File: src/rtl/ssr_pkg.sv
package ssr_pkg;

    localparam int WORD_W    = 8;
    localparam int MAX_BITS  = WORD_W + 1;
    localparam int CNT_W     = $clog2(MAX_BITS + 1);

    typedef struct packed {
        logic              bit9;
        logic [WORD_W-1:0] data;
    } rx_word_t;

    typedef struct packed {
        logic sync_en;
        logic port_en;
        logic clk_master;
        logic cont_rx;
        logic single_rx;
        logic nine_bit;
        logic irq_en;
    } rx_cfg_t;

    // Receive armed: single-word control only matters with an internal clock.
    function automatic logic rx_armed(input rx_cfg_t c);
        return c.cont_rx | (c.single_rx & c.clk_master);
    endfunction

    // Block runs only in synchronous, enabled, externally clocked mode.
    function automatic logic rx_running(input rx_cfg_t c);
        return c.sync_en & c.port_en & ~c.clk_master & rx_armed(c);
    endfunction

    function automatic logic [CNT_W-1:0] last_index(input logic nine);
        return nine ? CNT_W'(MAX_BITS - 1) : CNT_W'(WORD_W - 1);
    endfunction

endpackage

File: src/rtl/ssr_edge_sync.sv
module ssr_edge_sync #(
    parameter int STAGES = 2
) (
    input  logic clk,
    input  logic rst,
    input  logic sck_raw,
    input  logic dat_raw,
    output logic sck_fall,
    output logic dat_sync
);
    localparam int SCK_LEN = STAGES + 1;

    logic [SCK_LEN-1:0] sck_q;
    logic [STAGES-1:0]  dat_q;

    generate
        for (genvar i = 0; i < SCK_LEN; i++) begin : g_sck
            always_ff @(posedge clk) begin
                if (rst)
                    sck_q[i] <= 1'b1;
                else if (i == 0)
                    sck_q[i] <= sck_raw;
                else
                    sck_q[i] <= sck_q[(i == 0) ? 0 : i-1];
            end
        end
        for (genvar j = 0; j < STAGES; j++) begin : g_dat
            always_ff @(posedge clk) begin
                if (rst)
                    dat_q[j] <= 1'b0;
                else if (j == 0)
                    dat_q[j] <= dat_raw;
                else
                    dat_q[j] <= dat_q[(j == 0) ? 0 : j-1];
            end
        end
    endgenerate

    assign sck_fall = sck_q[SCK_LEN-1] & ~sck_q[SCK_LEN-2];
    assign dat_sync = dat_q[STAGES-1];

    AST_FALL_ONE_CYCLE: assert property (@(posedge clk) disable iff (rst)
        sck_fall |=> !sck_fall);

endmodule

File: src/rtl/ssr_shifter.sv
module ssr_shifter
    import ssr_pkg::*;
(
    input  logic     clk,
    input  logic     rst,
    input  logic     run,
    input  logic     nine_bit,
    input  logic     bit_stb,
    input  logic     bit_val,
    output logic     word_done,
    output rx_word_t word_out
);
    logic [MAX_BITS-1:0] shreg;
    logic [MAX_BITS-1:0] shreg_nx;
    logic [CNT_W-1:0]    cnt;
    logic                at_last;

    always_comb begin
        shreg_nx      = shreg;
        shreg_nx[cnt] = bit_val;
    end

    assign at_last = (cnt == last_index(nine_bit));

    always_ff @(posedge clk) begin
        if (rst || !run) begin
            cnt       <= '0;
            word_done <= 1'b0;
            shreg     <= '0;
            word_out  <= '0;
        end else begin
            word_done <= 1'b0;
            if (bit_stb) begin
                shreg <= shreg_nx;
                if (at_last) begin
                    cnt           <= '0;
                    word_done     <= 1'b1;
                    word_out.data <= shreg_nx[WORD_W-1:0];
                    word_out.bit9 <= nine_bit & shreg_nx[MAX_BITS-1];
                end else begin
                    cnt <= cnt + 1'b1;
                end
            end
        end
    end

    AST_CNT_IN_RANGE: assert property (@(posedge clk) disable iff (rst)
        cnt <= CNT_W'(MAX_BITS - 1));
    AST_IDLE_NO_WORD: assert property (@(posedge clk) disable iff (rst)
        !run |=> !word_done);
    AST_DONE_NEEDS_EDGE: assert property (@(posedge clk) disable iff (rst)
        word_done |-> $past(bit_stb));

endmodule

File: src/rtl/ssr_holding.sv
module ssr_holding
    import ssr_pkg::*;
(
    input  logic     clk,
    input  logic     rst,
    input  logic     run,
    input  logic     irq_en,
    input  logic     word_done,
    input  rx_word_t word_in,
    input  logic     rd,
    output rx_word_t hold,
    output logic     ready,
    output logic     overrun,
    output logic     irq
);
    logic accept;
    logic collide;

    assign accept  = word_done & ~overrun & (~ready | rd);
    assign collide = word_done & ready & ~rd;

    always_ff @(posedge clk) begin
        if (rst) begin
            hold  <= '0;
            ready <= 1'b0;
        end else if (accept) begin
            hold  <= word_in;
            ready <= 1'b1;
        end else if (rd) begin
            ready <= 1'b0;
        end
    end

    always_ff @(posedge clk) begin
        if (rst || !run)
            overrun <= 1'b0;
        else if (collide)
            overrun <= 1'b1;
    end

    assign irq = ready & irq_en;

    AST_READY_AFTER_WORD: assert property (@(posedge clk) disable iff (rst)
        $rose(ready) |-> $past(word_done));
    AST_OVR_KEEPS_DATA: assert property (@(posedge clk) disable iff (rst)
        overrun && $past(overrun) |-> $stable(hold));
    AST_READ_DROPS_READY: assert property (@(posedge clk) disable iff (rst)
        rd && !word_done |=> !ready);
    AST_ERR_CLEAR: assert property (@(posedge clk) disable iff (rst)
        !run |=> !overrun);

endmodule

File: src/rtl/ssr_slave_rx.sv
module ssr_slave_rx
    import ssr_pkg::*;
#(
    parameter int SYNC_STAGES = 2
) (
    input  logic              clk,
    input  logic              rst,
    input  logic              cfg_sync_en,
    input  logic              cfg_port_en,
    input  logic              cfg_clk_master,
    input  logic              cfg_cont_rx,
    input  logic              cfg_single_rx,
    input  logic              cfg_nine_bit,
    input  logic              cfg_irq_en,
    input  logic              sck_in,
    input  logic              sdat_in,
    input  logic              rd_strobe,
    output logic [WORD_W-1:0] rx_data,
    output logic              rx_bit9,
    output logic              rx_ready,
    output logic              rx_overrun,
    output logic              rx_irq
);
    rx_cfg_t  cfg;
    logic     run;
    logic     fall;
    logic     dat_s;
    logic     done;
    rx_word_t word;
    rx_word_t hold;

    always_comb begin
        cfg.sync_en    = cfg_sync_en;
        cfg.port_en    = cfg_port_en;
        cfg.clk_master = cfg_clk_master;
        cfg.cont_rx    = cfg_cont_rx;
        cfg.single_rx  = cfg_single_rx;
        cfg.nine_bit   = cfg_nine_bit;
        cfg.irq_en     = cfg_irq_en;
    end

    assign run = rx_running(cfg);

    ssr_edge_sync #(.STAGES(SYNC_STAGES)) u_sync (
        .clk      (clk),
        .rst      (rst),
        .sck_raw  (sck_in),
        .dat_raw  (sdat_in),
        .sck_fall (fall),
        .dat_sync (dat_s)
    );

    ssr_shifter u_shift (
        .clk       (clk),
        .rst       (rst),
        .run       (run),
        .nine_bit  (cfg.nine_bit),
        .bit_stb   (fall),
        .bit_val   (dat_s),
        .word_done (done),
        .word_out  (word)
    );

    ssr_holding u_hold (
        .clk       (clk),
        .rst       (rst),
        .run       (run),
        .irq_en    (cfg.irq_en),
        .word_done (done),
        .word_in   (word),
        .rd        (rd_strobe),
        .hold      (hold),
        .ready     (rx_ready),
        .overrun   (rx_overrun),
        .irq       (rx_irq)
    );

    assign rx_data = hold.data;
    assign rx_bit9 = hold.bit9;

    AST_MASTER_BLOCKS: assert property (@(posedge clk) disable iff (rst)
        cfg_clk_master && $past(cfg_clk_master) |-> !done);
    AST_PORT_GATE: assert property (@(posedge clk) disable iff (rst)
        !(cfg_sync_en && cfg_port_en) && $past(!(cfg_sync_en && cfg_port_en)) |-> !done);

endmodule

File: config.mk
export PLATFORM = sky130hd
export DESIGN_NAME = ssr_slave_rx
export DESIGN_NICKNAME = d
export VERILOG_FILES = /design/src/rtl/ssr_pkg.sv /design/src/rtl/ssr_edge_sync.sv /design/src/rtl/ssr_shifter.sv /design/src/rtl/ssr_holding.sv /design/src/rtl/ssr_slave_rx.sv
export SDC_FILE = /design/constraint.sdc
export NUM_CORES = 1
export LEC_CHECK = 0
export BUFFER_PORTS_ARGS = -buffer_cell sky130_fd_sc_hd__buf_2
export CORE_AREA = 4 4 59 61
export CTS_BUF_LIST = sky130_fd_sc_hd__clkbuf_8
export CTS_CLUSTER_DIAMETER = 60
export CTS_CLUSTER_SIZE = 25
export DETAILED_ROUTE_END_ITERATION = 10
export DIE_AREA = 0 0 63 65
export GPL_ROUTABILITY_DRIVEN = 0
export PLACE_DENSITY = 0.77
export SLEW_MARGIN = 20
export SYNTH_ARGS = -nofsm -noshare
export SYNTH_HDL_FRONTEND = slang
export SYNTH_SLANG_ARGS = --single-unit
export TNS_END_PERCENT = 20
File: constraint.sdc
create_clock -name clk -period 1.6 [get_ports clk]
set_input_delay 0.16 -clock clk [delete_from_list [all_inputs] [get_ports clk]]
set_output_delay 0.16 -clock clk [all_outputs]
set_load 0.03 [all_outputs]
==> impl_metrics.json <==
{
  "detail_route.first_pass.iterations": 4,
  "run_status": "complete, no violations",
  "grt_util_met2": 0.3043,
  "timing.hold.worst.class": "input pin to flop",
  "timing.critical_path.fanout_max": 19,
  "crit_start": "u_shift.cnt[3]",
  "grt_first_pass_wirelength_um": 5575,
  "timing.final.setup_violations": 0,
  "synth_sequential_area_ratio": 0.4629,
  "flop_pwr_share": 0.498,
  "grt_overflow_total": 0,
  "drt.antenna.violating_nets": 0,
  "htree_levels": 2,
  "yosys.cell_types.count": 32,
  "drive_gt1_frac": 0.2196,
  "clock_path_buffers": 2,
  "synth_area_per_cell_sq_um": 9.117,
  "detailed_place_hpwl_um": 2401,
  "hold_viol": 0,
  "maxSlewViolCount": 0,
  "die_area_sq_um": 4095,
  "nFillCells": 231,
  "route.detailed.drc": 0,
  "die_w_um": 63,
  "worst-endpoint-required_ns": 1.80,
  "clock_tree_from_tritoncts": "yes",
  "use_met1": 0.1959,
  "max-cap-violations": 0,
  "global_route.usage.total": 0.1726,
  "rows": 20,
  "timing.critical_path.slowest_cell_delay_ns": 0.39,
  "start_to_end_type_of_the_worst_setup_path": "flop to flop",
  "min_period_over_period": 0.9453,
  "layout.cells.most_common": "sky130_fd_sc_hd__dfxtp_1",
  "post_synthesis_sequential_element_count": 39,
  "switch_share": 0.1804,
  "port_buffers": 22,
  "cts-buffers-inserted": 5,
  "timing.final.crit_period_ns": 1.513,
  "die_height_um": 65,
  "detail_route.wirelength_um": 3177,
  "ios": 24,
  "clkTransAtPathRegs_ns": 0.07,
  "max_freq_mhz": 661.1,
  "first_global_vias": 1271,
  "largest_net_degree_at_the_start_of_global_routing": 20,
  "netlist_instances": 185,
  "internal_power_w": 0.001615,
  "min-delay-start": "sck_in",
  "crit_path_cell_trace": "nand4bb_1 -> o32ai_4 -> buf_12 -> nor2_1 -> a211oi_1",
  "final.setup.tns_ns": 0,
  "area_delta_synth_final_pct": 18.77,
  "met3_usage": 0.05026,
  "crit_path_start_kind": "flop",
  "slew_headroom": 0.6546,
  "finalClockSkew_ns": 0.002949,
  "detailedPlace.worstSlack_ns": 0.05540,
  "rsz0062_at_grt": "false",
  "yosysWarningCount": 0,
  "combPwrFrac": 0.023,
  "power_leakage_nw": 0.7860,
  "power_per_cell_area_nw_per_um2": 983.6,
  "count_of_inserted_antenna_diode_cells": 0,
  "worst_skew_pair.late_latency_ns": 0.28,
  "mappedNetlistNets": 201,
  "tightestPinTransition_ns": 0.5174,
  "top_usage_layer": "met2",
  "final.setup.worst_slack_ns": 0.08746,
  "power.clock.fraction": 0.478,
  "netlist_area_sq_um": 1687,
  "wire_length_per_cell_um": 12.86,
  "worst_path_max_delay_cell": "sky130_fd_sc_hd__dfxtp_1",
  "numClockSinks": 39,
  "start_util": 0.5664,
  "initial_antenna_violation_count": 0,
  "reg2reg_from": "u_shift.cnt[3]",
  "cts-root-buf": "sky130_fd_sc_hd__clkbuf_8",
  "route.vias.total": 1345,
  "critPathArrivalTime_ns": 1.71,
  "timing.critical_path.to_type": "flop",
  "viasPerCell": 5.445,
  "layout_common_cells": "sky130_fd_sc_hd__dfxtp_1, sky130_fd_sc_hd__nor2_1, sky130_fd_sc_hd__buf_2, sky130_fd_sc_hd__nand2_1, sky130_fd_sc_hd__mux2i_1",
  "layout.nets": 229,
  "net-switching-power_w": 0.0003554,
  "design.core.area_sq_um": 2978,
  "dr.first_iter.drc_count": 44,
  "irDropWorstVdd_v": 0.0006268
}
## through the flow
stage | instance area [sq um] | power [W] | hold slack [ns] | instances | utilization
6_report | 2003 | 0.001970 | 0.05645 | 247 | 0.6727
5_1_grt | 2003 | 0.002055 | 0.06070 | 247 | 0.6727
4_1_cts | 2001 | 0.001992 | 0.04978 | 247 | 0.6718
2_1_floorplan | 1687 | 0.001027 | 0.2316 | 185 | -
3_5_place_dp | 1868 | 0.001051 | 0.3518 | 239 | 0.6273
3_3_place_gp | 1868 | 0.001048 | 0.3458 | 239 | 0.6273
## area by class of cell
cell class	instances	area, sq um	share of cell area
timing repair buffer	30	182.7	0.09119
tap	33	41.29	0.02061
inverter	4	15.01	0.007495
multi-input combinational	133	848.3	0.4235
clock inverter	3	63.81	0.03186
sequential	39	783.3	0.3910
clock buffer	5	68.82	0.03435
## path summary, 6_finish.rpt
path | end | slack (ns) | depth (start not counted)
setup reg to reg | u_shift.word_out[0] | 0.09 | 5
setup / recovery | u_shift.word_out[0] | 0.09 | 5
hold / removal | u_sync.sck_q[0] | 0.06 | 2
hold reg to reg | u_sync.sck_q[1] | 0.43 | 1
## worst max-delay path: cells and delay by family (launching register included)
kind | cells | cell delay (ns)
buf+inv | 1 | 0.18
flops | 1 | 0.39
compound gates | 2 | 0.52
simple gates | 2 | 0.34
## power by group through the flow
stage                     Sequential (W)  Clock, W  Combinational (W)
after floorplan                  0.00100         0          0.0000271
after global placement           0.00100         0          0.0000437
after detailed placement         0.00100         0          0.0000460
after CTS                       0.000982  0.000964          0.0000462
after global routing            0.000983   0.00102          0.0000513
final                           0.000982  0.000942          0.0000460
## cell families after synthesis
logic type	count (synthesis)	synth area share
fa+ha+maj	4	0.02967
buf+inv	13	0.03412
simple gates	83	0.2419
mux	21	0.1254
compound gates	25	0.1061
flops	39	0.4629
## Yosys cell counts, drive strengths merged
library cell	n	area, sq um
dfxtp	39	780.8
nor2	30	115.1
nand2	21	78.83
mux2i	20	200.2
a21oi	13	68.82
a211oi	9	67.56
nand3	8	40.04
clkbuf	7	26.28
nor2b	5	31.28
ha	4	50.05
inv	4	15.01
nand2b	4	25.02
or2	3	18.77
buf	2	16.26
nand4bb	2	22.52
and2	1	6.260
and2b	1	7.510
and3	1	6.260
and4bb	1	12.51
mux2	1	11.26
nand3b	1	7.510
nand4	1	6.260
nor3	1	5.000
nor4	1	6.260
nor4bb	1	10.01
o21ai	1	5.000
o32a	1	10.01
o32ai	1	27.53
or3b	1	8.760
## sequential cells by signal, indices dropped and copies added, names as in the netlist
register,cells
u_hold.hold,9
u_hold.overrun,1
u_hold.ready,1
u_shift.cnt,4
u_shift.shreg,9
u_shift.word_done,1
u_shift.word_out,9
u_sync.dat_q,1
u_sync.dat_sync,1
u_sync.sck_q,3
## repair_timing
action                                  CTS  global route
buffers inserted                          0             0
resized for setup                         0             2
endpoints found under the setup margin    0             7
hold buffers                              0             0
## per-layer routing
| layer | part of all wire | up-vias |
|---|---|---|
| met5 | 0 | - |
| met4 | 0.018 | 0 |
| met3 | 0.042 | 8 |
| met2 | 0.50 | 30 |
| met1 | 0.44 | 618 |
| li1 | - | 689 |
(Power assumes the default switching activity.)
